`config.mk`:
```
export PLATFORM = sky130hd
export DESIGN_NAME = prio_irq_ctrl
export DESIGN_NICKNAME = d
export VERILOG_FILES = /design/src/rtl/pic_pkg.sv /design/src/rtl/pic_init_seq.sv /design/src/rtl/pic_req_latch.sv /design/src/rtl/pic_prio_resolve.sv /design/src/rtl/prio_irq_ctrl.sv
export SDC_FILE = /design/constraint.sdc
export NUM_CORES = 1
export LEC_CHECK = 0
export ABC_AREA = 1
export ABC_CLOCK_PERIOD_IN_PS = 4320
export BUFFER_PORTS_ARGS = -buffer_cell sky130_fd_sc_hd__buf_2
export CAP_MARGIN = 20
export CORE_MARGIN = 5
export CORE_UTILIZATION = 40
export DETAILED_ROUTE_END_ITERATION = 10
export SYNTH_ARGS = -nofsm -noshare
export SYNTH_HDL_FRONTEND = slang
export SYNTH_HIERARCHICAL = 1
export SYNTH_SLANG_ARGS = --single-unit
```
`constraint.sdc`:
```
create_clock -name clk -period 4.32 [get_ports clk]
set_input_delay 0.432 -clock clk [delete_from_list [all_inputs] [get_ports clk]]
set_output_delay 0.432 -clock clk [all_outputs]
set_load 0.02 [all_outputs]
```
`src/rtl/pic_pkg.sv`:
```
package pic_pkg;
    localparam int IRQ_N  = 8;
    localparam int IDX_W  = $clog2(IRQ_N);
    localparam int BASE_W = 8 - IDX_W;

    localparam logic [7:0] CMD_SEL_REQ  = 8'h0A;
    localparam logic [7:0] CMD_SEL_SVC  = 8'h0B;
    localparam logic [7:0] CMD_EOI_ANY  = 8'h20;
    localparam logic [4:0] CMD_EOI_LVL  = 5'b01100;

    typedef enum logic [1:0] {
        ST_READY,
        ST_WAIT_BASE,
        ST_WAIT_CASC,
        ST_WAIT_MODE
    } init_state_t;

    typedef enum logic {
        RD_REQUEST,
        RD_SERVICE
    } rd_sel_t;

    function automatic logic [IDX_W-1:0] top_index(input logic [IRQ_N-1:0] v);
        logic [IDX_W-1:0] r;
        r = '0;
        for (int i = IRQ_N - 1; i >= 0; i--) begin
            if (v[i]) r = IDX_W'(i);
        end
        return r;
    endfunction
endpackage

```
`src/rtl/pic_init_seq.sv`:
```
module pic_init_seq
    import pic_pkg::*;
(
    input  logic              clk,
    input  logic              rst_n,
    input  logic              start_wr,
    input  logic              data_wr,
    input  logic [7:0]        wdata,
    output logic [BASE_W-1:0] base,
    output logic [7:0]        casc,
    output logic              aeoi,
    output logic              ready
);
    init_state_t state, state_nx;
    logic        need_casc, need_mode;

    always_comb begin
        state_nx = state;
        if (start_wr) begin
            state_nx = ST_WAIT_BASE;
        end else if (data_wr) begin
            unique case (state)
                ST_READY:     state_nx = ST_READY;
                ST_WAIT_BASE: state_nx = need_casc ? ST_WAIT_CASC
                                       : (need_mode ? ST_WAIT_MODE : ST_READY);
                ST_WAIT_CASC: state_nx = need_mode ? ST_WAIT_MODE : ST_READY;
                ST_WAIT_MODE: state_nx = ST_READY;
            endcase
        end
    end

    always_ff @(posedge clk or negedge rst_n) begin
        if (!rst_n) state <= ST_READY;
        else        state <= state_nx;
    end

    always_ff @(posedge clk or negedge rst_n) begin
        if (!rst_n) begin
            need_casc <= 1'b0;
            need_mode <= 1'b0;
            base      <= '0;
            casc      <= '0;
            aeoi      <= 1'b0;
        end else if (start_wr) begin
            need_casc <= ~wdata[1];
            need_mode <= wdata[0];
            aeoi      <= 1'b0;
        end else if (data_wr) begin
            unique case (state)
                ST_READY:     ;
                ST_WAIT_BASE: base <= wdata[7:IDX_W];
                ST_WAIT_CASC: casc <= wdata;
                ST_WAIT_MODE: aeoi <= wdata[1];
            endcase
        end
    end

    assign ready = (state == ST_READY);

    AST_START_ENTERS_BASE: assert property (@(posedge clk) disable iff (!rst_n)
        start_wr |=> state == ST_WAIT_BASE);
    AST_BASE_TAKEN_ONCE: assert property (@(posedge clk) disable iff (!rst_n)
        (data_wr && !start_wr && state == ST_WAIT_BASE) |=> state != ST_WAIT_BASE);
    AST_MODE_IS_LAST: assert property (@(posedge clk) disable iff (!rst_n)
        (data_wr && !start_wr && state == ST_WAIT_MODE) |=> ready);
    AST_START_DROPS_AUTO: assert property (@(posedge clk) disable iff (!rst_n)
        start_wr |=> !aeoi);
endmodule

```
`src/rtl/pic_req_latch.sv`:
```
module pic_req_latch
    import pic_pkg::*;
(
    input  logic             clk,
    input  logic             rst_n,
    input  logic [IRQ_N-1:0] lines,
    input  logic [IRQ_N-1:0] take_mask,
    output logic [IRQ_N-1:0] irr
);
    logic [IRQ_N-1:0] prev;
    logic [IRQ_N-1:0] rise;

    assign rise = lines & ~prev;

    always_ff @(posedge clk or negedge rst_n) begin
        if (!rst_n) begin
            prev <= '0;
            irr  <= '0;
        end else begin
            prev <= lines;
            irr  <= ((irr & lines) | rise) & ~take_mask;
        end
    end

    AST_REQ_FOLLOWS_LINE: assert property (@(posedge clk) disable iff (!rst_n)
        1'b1 |=> (irr & ~$past(lines)) == '0);
endmodule

```
`src/rtl/pic_prio_resolve.sv`:
```
module pic_prio_resolve
    import pic_pkg::*;
(
    input  logic [IRQ_N-1:0] irr,
    input  logic [IRQ_N-1:0] imr,
    input  logic [IRQ_N-1:0] isr,
    output logic             grant,
    output logic [IDX_W-1:0] grant_idx,
    output logic [IDX_W-1:0] svc_idx
);
    logic [IRQ_N-1:0] live;

    always_comb begin
        live      = irr & ~imr;
        grant_idx = top_index(live);
        svc_idx   = top_index(isr);
        grant     = (|live) && (!(|isr) || (grant_idx < svc_idx));
    end
endmodule

```
`src/rtl/prio_irq_ctrl.sv`:
```
module prio_irq_ctrl
    import pic_pkg::*;
(
    input  logic             clk,
    input  logic             rst_n,
    input  logic             cpu_sel,
    input  logic             cpu_wr,
    input  logic [7:0]       cpu_wdata,
    output logic [7:0]       cpu_rdata,
    input  logic [IRQ_N-1:0] irq_in,
    input  logic             irq_ack,
    output logic             irq_out,
    output logic [7:0]       irq_vector,
    output logic [7:0]       casc_cfg
);
    logic              cmd_wr, dat_wr, start_wr;
    logic              sel_req, sel_svc, eoi_lvl, eoi_any, take;
    logic              ready, aeoi, grant;
    logic [BASE_W-1:0] base;
    logic [IDX_W-1:0]  grant_idx, svc_idx;
    logic [IRQ_N-1:0]  irr, imr, isr, isr_nx, take_mask;
    rd_sel_t           rd_sel;

    always_comb begin
        cmd_wr   = cpu_wr & ~cpu_sel;
        dat_wr   = cpu_wr & cpu_sel;
        start_wr = cmd_wr & cpu_wdata[4];
        sel_req  = cmd_wr && (cpu_wdata == CMD_SEL_REQ);
        sel_svc  = cmd_wr && (cpu_wdata == CMD_SEL_SVC);
        eoi_lvl  = cmd_wr && (cpu_wdata[7:IDX_W] == CMD_EOI_LVL);
        eoi_any  = cmd_wr && (cpu_wdata == CMD_EOI_ANY);
        take     = irq_ack & grant;
        take_mask = take ? (IRQ_N'(1) << grant_idx) : '0;
    end

    pic_init_seq u_init (
        .clk(clk), .rst_n(rst_n), .start_wr(start_wr), .data_wr(dat_wr),
        .wdata(cpu_wdata), .base(base), .casc(casc_cfg), .aeoi(aeoi), .ready(ready)
    );

    pic_req_latch u_req (
        .clk(clk), .rst_n(rst_n), .lines(irq_in), .take_mask(take_mask), .irr(irr)
    );

    pic_prio_resolve u_prio (
        .irr(irr), .imr(imr), .isr(isr),
        .grant(grant), .grant_idx(grant_idx), .svc_idx(svc_idx)
    );

    always_comb begin
        isr_nx = isr;
        if (start_wr) begin
            isr_nx = '0;
        end else begin
            if (eoi_lvl)      isr_nx[cpu_wdata[IDX_W-1:0]] = 1'b0;
            else if (eoi_any) isr_nx[svc_idx] = 1'b0;
            if (!aeoi)        isr_nx = isr_nx | take_mask;
        end
    end

    always_ff @(posedge clk or negedge rst_n) begin
        if (!rst_n) begin
            isr    <= '0;
            imr    <= '1;
            rd_sel <= RD_REQUEST;
        end else begin
            isr <= isr_nx;
            if (dat_wr && ready) imr <= cpu_wdata;
            if (start_wr || sel_req) rd_sel <= RD_REQUEST;
            else if (sel_svc)        rd_sel <= RD_SERVICE;
        end
    end

    assign cpu_rdata  = cpu_sel ? imr : ((rd_sel == RD_SERVICE) ? isr : irr);
    assign irq_out    = grant;
    assign irq_vector = {base, grant ? grant_idx : IDX_W'(IRQ_N - 1)};

    AST_IRQ_HAS_SOURCE: assert property (@(posedge clk) disable iff (!rst_n)
        irq_out |-> (irr & ~imr) != '0);
    AST_MASK_HELD_IN_INIT: assert property (@(posedge clk) disable iff (!rst_n)
        (dat_wr && !ready) |=> $stable(imr));
    AST_ACK_SETS_SVC: assert property (@(posedge clk) disable iff (!rst_n)
        (take && !aeoi && !start_wr) |=> isr[$past(grant_idx)]);
    AST_LEVEL_EOI_CLEARS: assert property (@(posedge clk) disable iff (!rst_n)
        (eoi_lvl && !take) |=> !isr[$past(cpu_wdata[IDX_W-1:0])]);
    AST_AUTO_NO_SVC: assert property (@(posedge clk) disable iff (!rst_n)
        (take && aeoi && !cmd_wr) |=> $stable(isr));
    AST_SPURIOUS_QUIET: assert property (@(posedge clk) disable iff (!rst_n)
        (irq_ack && !grant && !cmd_wr) |=> $stable(isr));
    AST_START_CLEARS_SVC: assert property (@(posedge clk) disable iff (!rst_n)
        start_wr |=> isr == '0);
endmodule

```
==> metrics <==
outcome finished, final reports clean; netlist area before placement around 3000 um^2; residual antenna-violating net count after detailed routing 0; Clock Skews 0.00740 ns; number of slew-limit violations in the final report 0; flops & latches, synth 51; Antenna Cells 0; Remaining Overflow, GRT 0; largest net degree at the start of global routing 52; Least-Margin Pin Slew roughly 0.66 ns; Synth Area per Inst 7.07 um^2; antenna violations before repair 0; number of buffers inserted during clock tree synthesis 5; register area share after synthesis between 40 and 50%; critical path required time slightly below 4 ns; # setup viols final 0; leakage power total approximately 1.8 nW; Die Wd ~96 um; startpoint-to-endpoint class of the critical path flop to primary output; total wire length after detailed routing between 7000 and 8000 um; arrival time worst endpoint approximately 2.7 ns; number of detailed-route iterations in the first pass 4; clock latency on the worst-skew pair 0.31 ns; highest achievable clock rate ~320 MHz; via total after detailed routing roughly 2700; net count after synthesis roughly 440; shortest clock period the worst path allows after layout 3.15 ns; root cell of the clock tree sky130_fd_sc_hd__clkbuf_8; register clock-pin slew on the reported worst setup and hold paths 0.10 ns; I/O pin count 46; Fin. Hold Viols 0; final-stage net count around 490; warnings from Yosys 6; Post-CTS Setup Inserts 0; Max Root-Sink Buffers 2; share of the cycle needed by the critical path after routing between 70% and 80%; Die Height just under 100 um; wire length of the first global-routing pass 12700 um; CTS H-tree depth 2; relative slew slack between 50% and 60%; detailed-route vias per instance around 4.7; Min-Delay Path Class input pin to asynchronous set/reset pin; post-cts resize count 0; power density normalized to cell area about 650 nW/um^2; estimated wirelength of the detail-placed design 5630 um; Port-buffer cells 45; DRC marker count from the first detailed-route iteration about 180; final core utilization between 40 and 50%; total track usage about 18%; routed length per placed instance between 10 and 15 um; final weighted congestion in routability-driven placement 0.903; die footprint slightly above 9000 um^2; layout-stage area growth over the synthesis result 15.3%; CTS tree done; TritonCTS sink count 51; count of unresolved DRC violations after routing 0; layout cell share with drive strength beyond 1 19.7%; worst hold slack after final layout 0.207 ns; Placement Rows 31; effective utilization at floorplan between 40% and 50%; Total Negative Setup Slacks 0 ns; core footprint slightly above 7000 um^2; largest fanout on the critical path 6; Mapped Cells 421; number of global-route vias before repair 2599; number of enable-type register cells in the synthesized netlist 0; critical path launch point type flop; share of synthesized registers carrying an async set or reset 100%; Synth cell types 29; setup repair after global routing missed its margin no; quantity of hold-fixing buffers added after cts 0; kind of end point of the critical path primary output; max-capacitance violation count 0; ys flop type sky130_fd_sc_hd__dfrtp_1; VDD IR max about 0.25 mV
cell families after synthesis:
group,after synthesis,synth area share [%]
buf+inv,79,11.2
compound gates,54,10.2
flops,51,43.2
simple gates,235,34.6
fa+ha+maj,2,0.841
state kept, by name, indices dropped and copies added, names as in the netlist, 2 cells and up:
register and count:
imr 8, isr 8, u_init/base 5, u_init/casc 8
u_init/state 2, u_req/irr 8, u_req/prev 8
synth_stat cells, types with 2 or more instances:
library cell               number  area [um^2]
sky130_fd_sc_hd__nand2_2        6         37.5
sky130_fd_sc_hd__ha_1           2         25.0
sky130_fd_sc_hd__buf_6          3         33.8
sky130_fd_sc_hd__a21oi_2        2         17.5
sky130_fd_sc_hd__o21ai_2        5         43.8
sky130_fd_sc_hd__o21ai_0       13         65.1
sky130_fd_sc_hd__nor2_4         4         45.0
sky130_fd_sc_hd__dfstp_2        8          210
sky130_fd_sc_hd__clkinv_1      17         63.8
sky130_fd_sc_hd__nand2_1      120          450
sky130_fd_sc_hd__dfrtp_1       43         1080
sky130_fd_sc_hd__inv_1         49          184
sky130_fd_sc_hd__o21ai_1        4         20.0
sky130_fd_sc_hd__inv_2          8         30.0
sky130_fd_sc_hd__nor3_1         5         25.0
sky130_fd_sc_hd__nor2_1        67          251
sky130_fd_sc_hd__nand3_1       25          125
sky130_fd_sc_hd__nor4_1         2         12.5
sky130_fd_sc_hd__a21oi_1       27          135
sky130_fd_sc_hd__nor2_8         2         40.0
report_power, final:
part | internal (mW) | leakage, nW | switching (mW)
combinational | 0.361 | 1.07 | 0.709
clock | 0.231 | 0.0644 | 0.167
sequential | 0.644 | 0.627 | 0.124
worst paths after layout:
check                                           start                    endpoint  slack [ns]  cells after the start
setup reg to reg                     isr[0]$_DFF_PN0_      u_req/irr[6]$_DFF_PN0_        1.45                     15
setup / recovery                     isr[0]$_DFF_PN0_               irq_vector[0]        1.17                     12
hold / removal                                  rst_n  u_init/casc[1]$_DFFE_PN0P_        0.21                      2
hold reg to reg            u_init/casc[1]$_DFFE_PN0P_  u_init/casc[1]$_DFFE_PN0P_        0.48                      2
max in group asynchronous                       rst_n            isr[2]$_DFF_PN0_        3.65                      2
min in group clk                            irq_in[3]     u_req/prev[3]$_DFF_PN0_        0.24                      1
placed cells by master (no fill, tap or decap), types with 4 or more instances in the layout:
master / count
sky130_fd_sc_hd__nor2_1: 67
sky130_fd_sc_hd__dfstp_2: 8
sky130_fd_sc_hd__nand3_1: 25
sky130_fd_sc_hd__o21ai_0: 13
sky130_fd_sc_hd__o21ai_2: 5
sky130_fd_sc_hd__nand2_1: 120
sky130_fd_sc_hd__inv_2: 8
sky130_fd_sc_hd__clkinv_1: 17
sky130_fd_sc_hd__nor2_4: 4
sky130_fd_sc_hd__clkbuf_8: 5
sky130_fd_sc_hd__buf_2: 45
sky130_fd_sc_hd__nor3_1: 5
sky130_fd_sc_hd__nand2_2: 6
sky130_fd_sc_hd__inv_1: 49
sky130_fd_sc_hd__o21ai_1: 4
sky130_fd_sc_hd__dfrtp_1: 43
sky130_fd_sc_hd__a21oi_1: 27
metal layers:
layer | wire [um] | GRT usage [%]
met1 | 3510 | 24.9
met2 | 3480 | 28.3
met3 | 202 | 2.58
met4 | 111 | 5.21
met5 | 0 | 0
worst max-delay path, cell delays in order (launching register included):
cell	delay [ns]
sky130_fd_sc_hd__dfrtp_1	0.46
sky130_fd_sc_hd__nor4_1	0.42
sky130_fd_sc_hd__inv_1	0.09
sky130_fd_sc_hd__nor2_1	0.29
sky130_fd_sc_hd__inv_1	0.09
sky130_fd_sc_hd__ha_1	0.32
sky130_fd_sc_hd__nand2_1	0.09
sky130_fd_sc_hd__inv_2	0.03
sky130_fd_sc_hd__nand2_1	0.05
sky130_fd_sc_hd__nand2_1	0.05
sky130_fd_sc_hd__a21oi_2	0.24
sky130_fd_sc_hd__nand2_1	0.11
sky130_fd_sc_hd__buf_2	0.17
through the flow:
stage	instances	total power, mW	setup WS (ns)	instance area [um^2]
3_3_place_gp	562	1.85	1.64	3290
5_1_grt	570	2.45	0.889	3430
3_5_place_dp	562	1.85	1.57	3290
4_1_cts	570	2.26	1.21	3430
2_1_floorplan	421	1.53	1.70	2980
6_report	570	2.24	1.17	3430
layout make-up:
type | instances | area (um^2)
timing repair buffer | 46 | 233
clock inverter | 3 | 67.6
multi-input combinational | 291 | 1360
inverter | 75 | 294
tap | 99 | 124
fill | 770 | 3820
sequential | 51 | 1290
clock buffer | 5 | 68.8
Power figures use the tool's default switching activity.
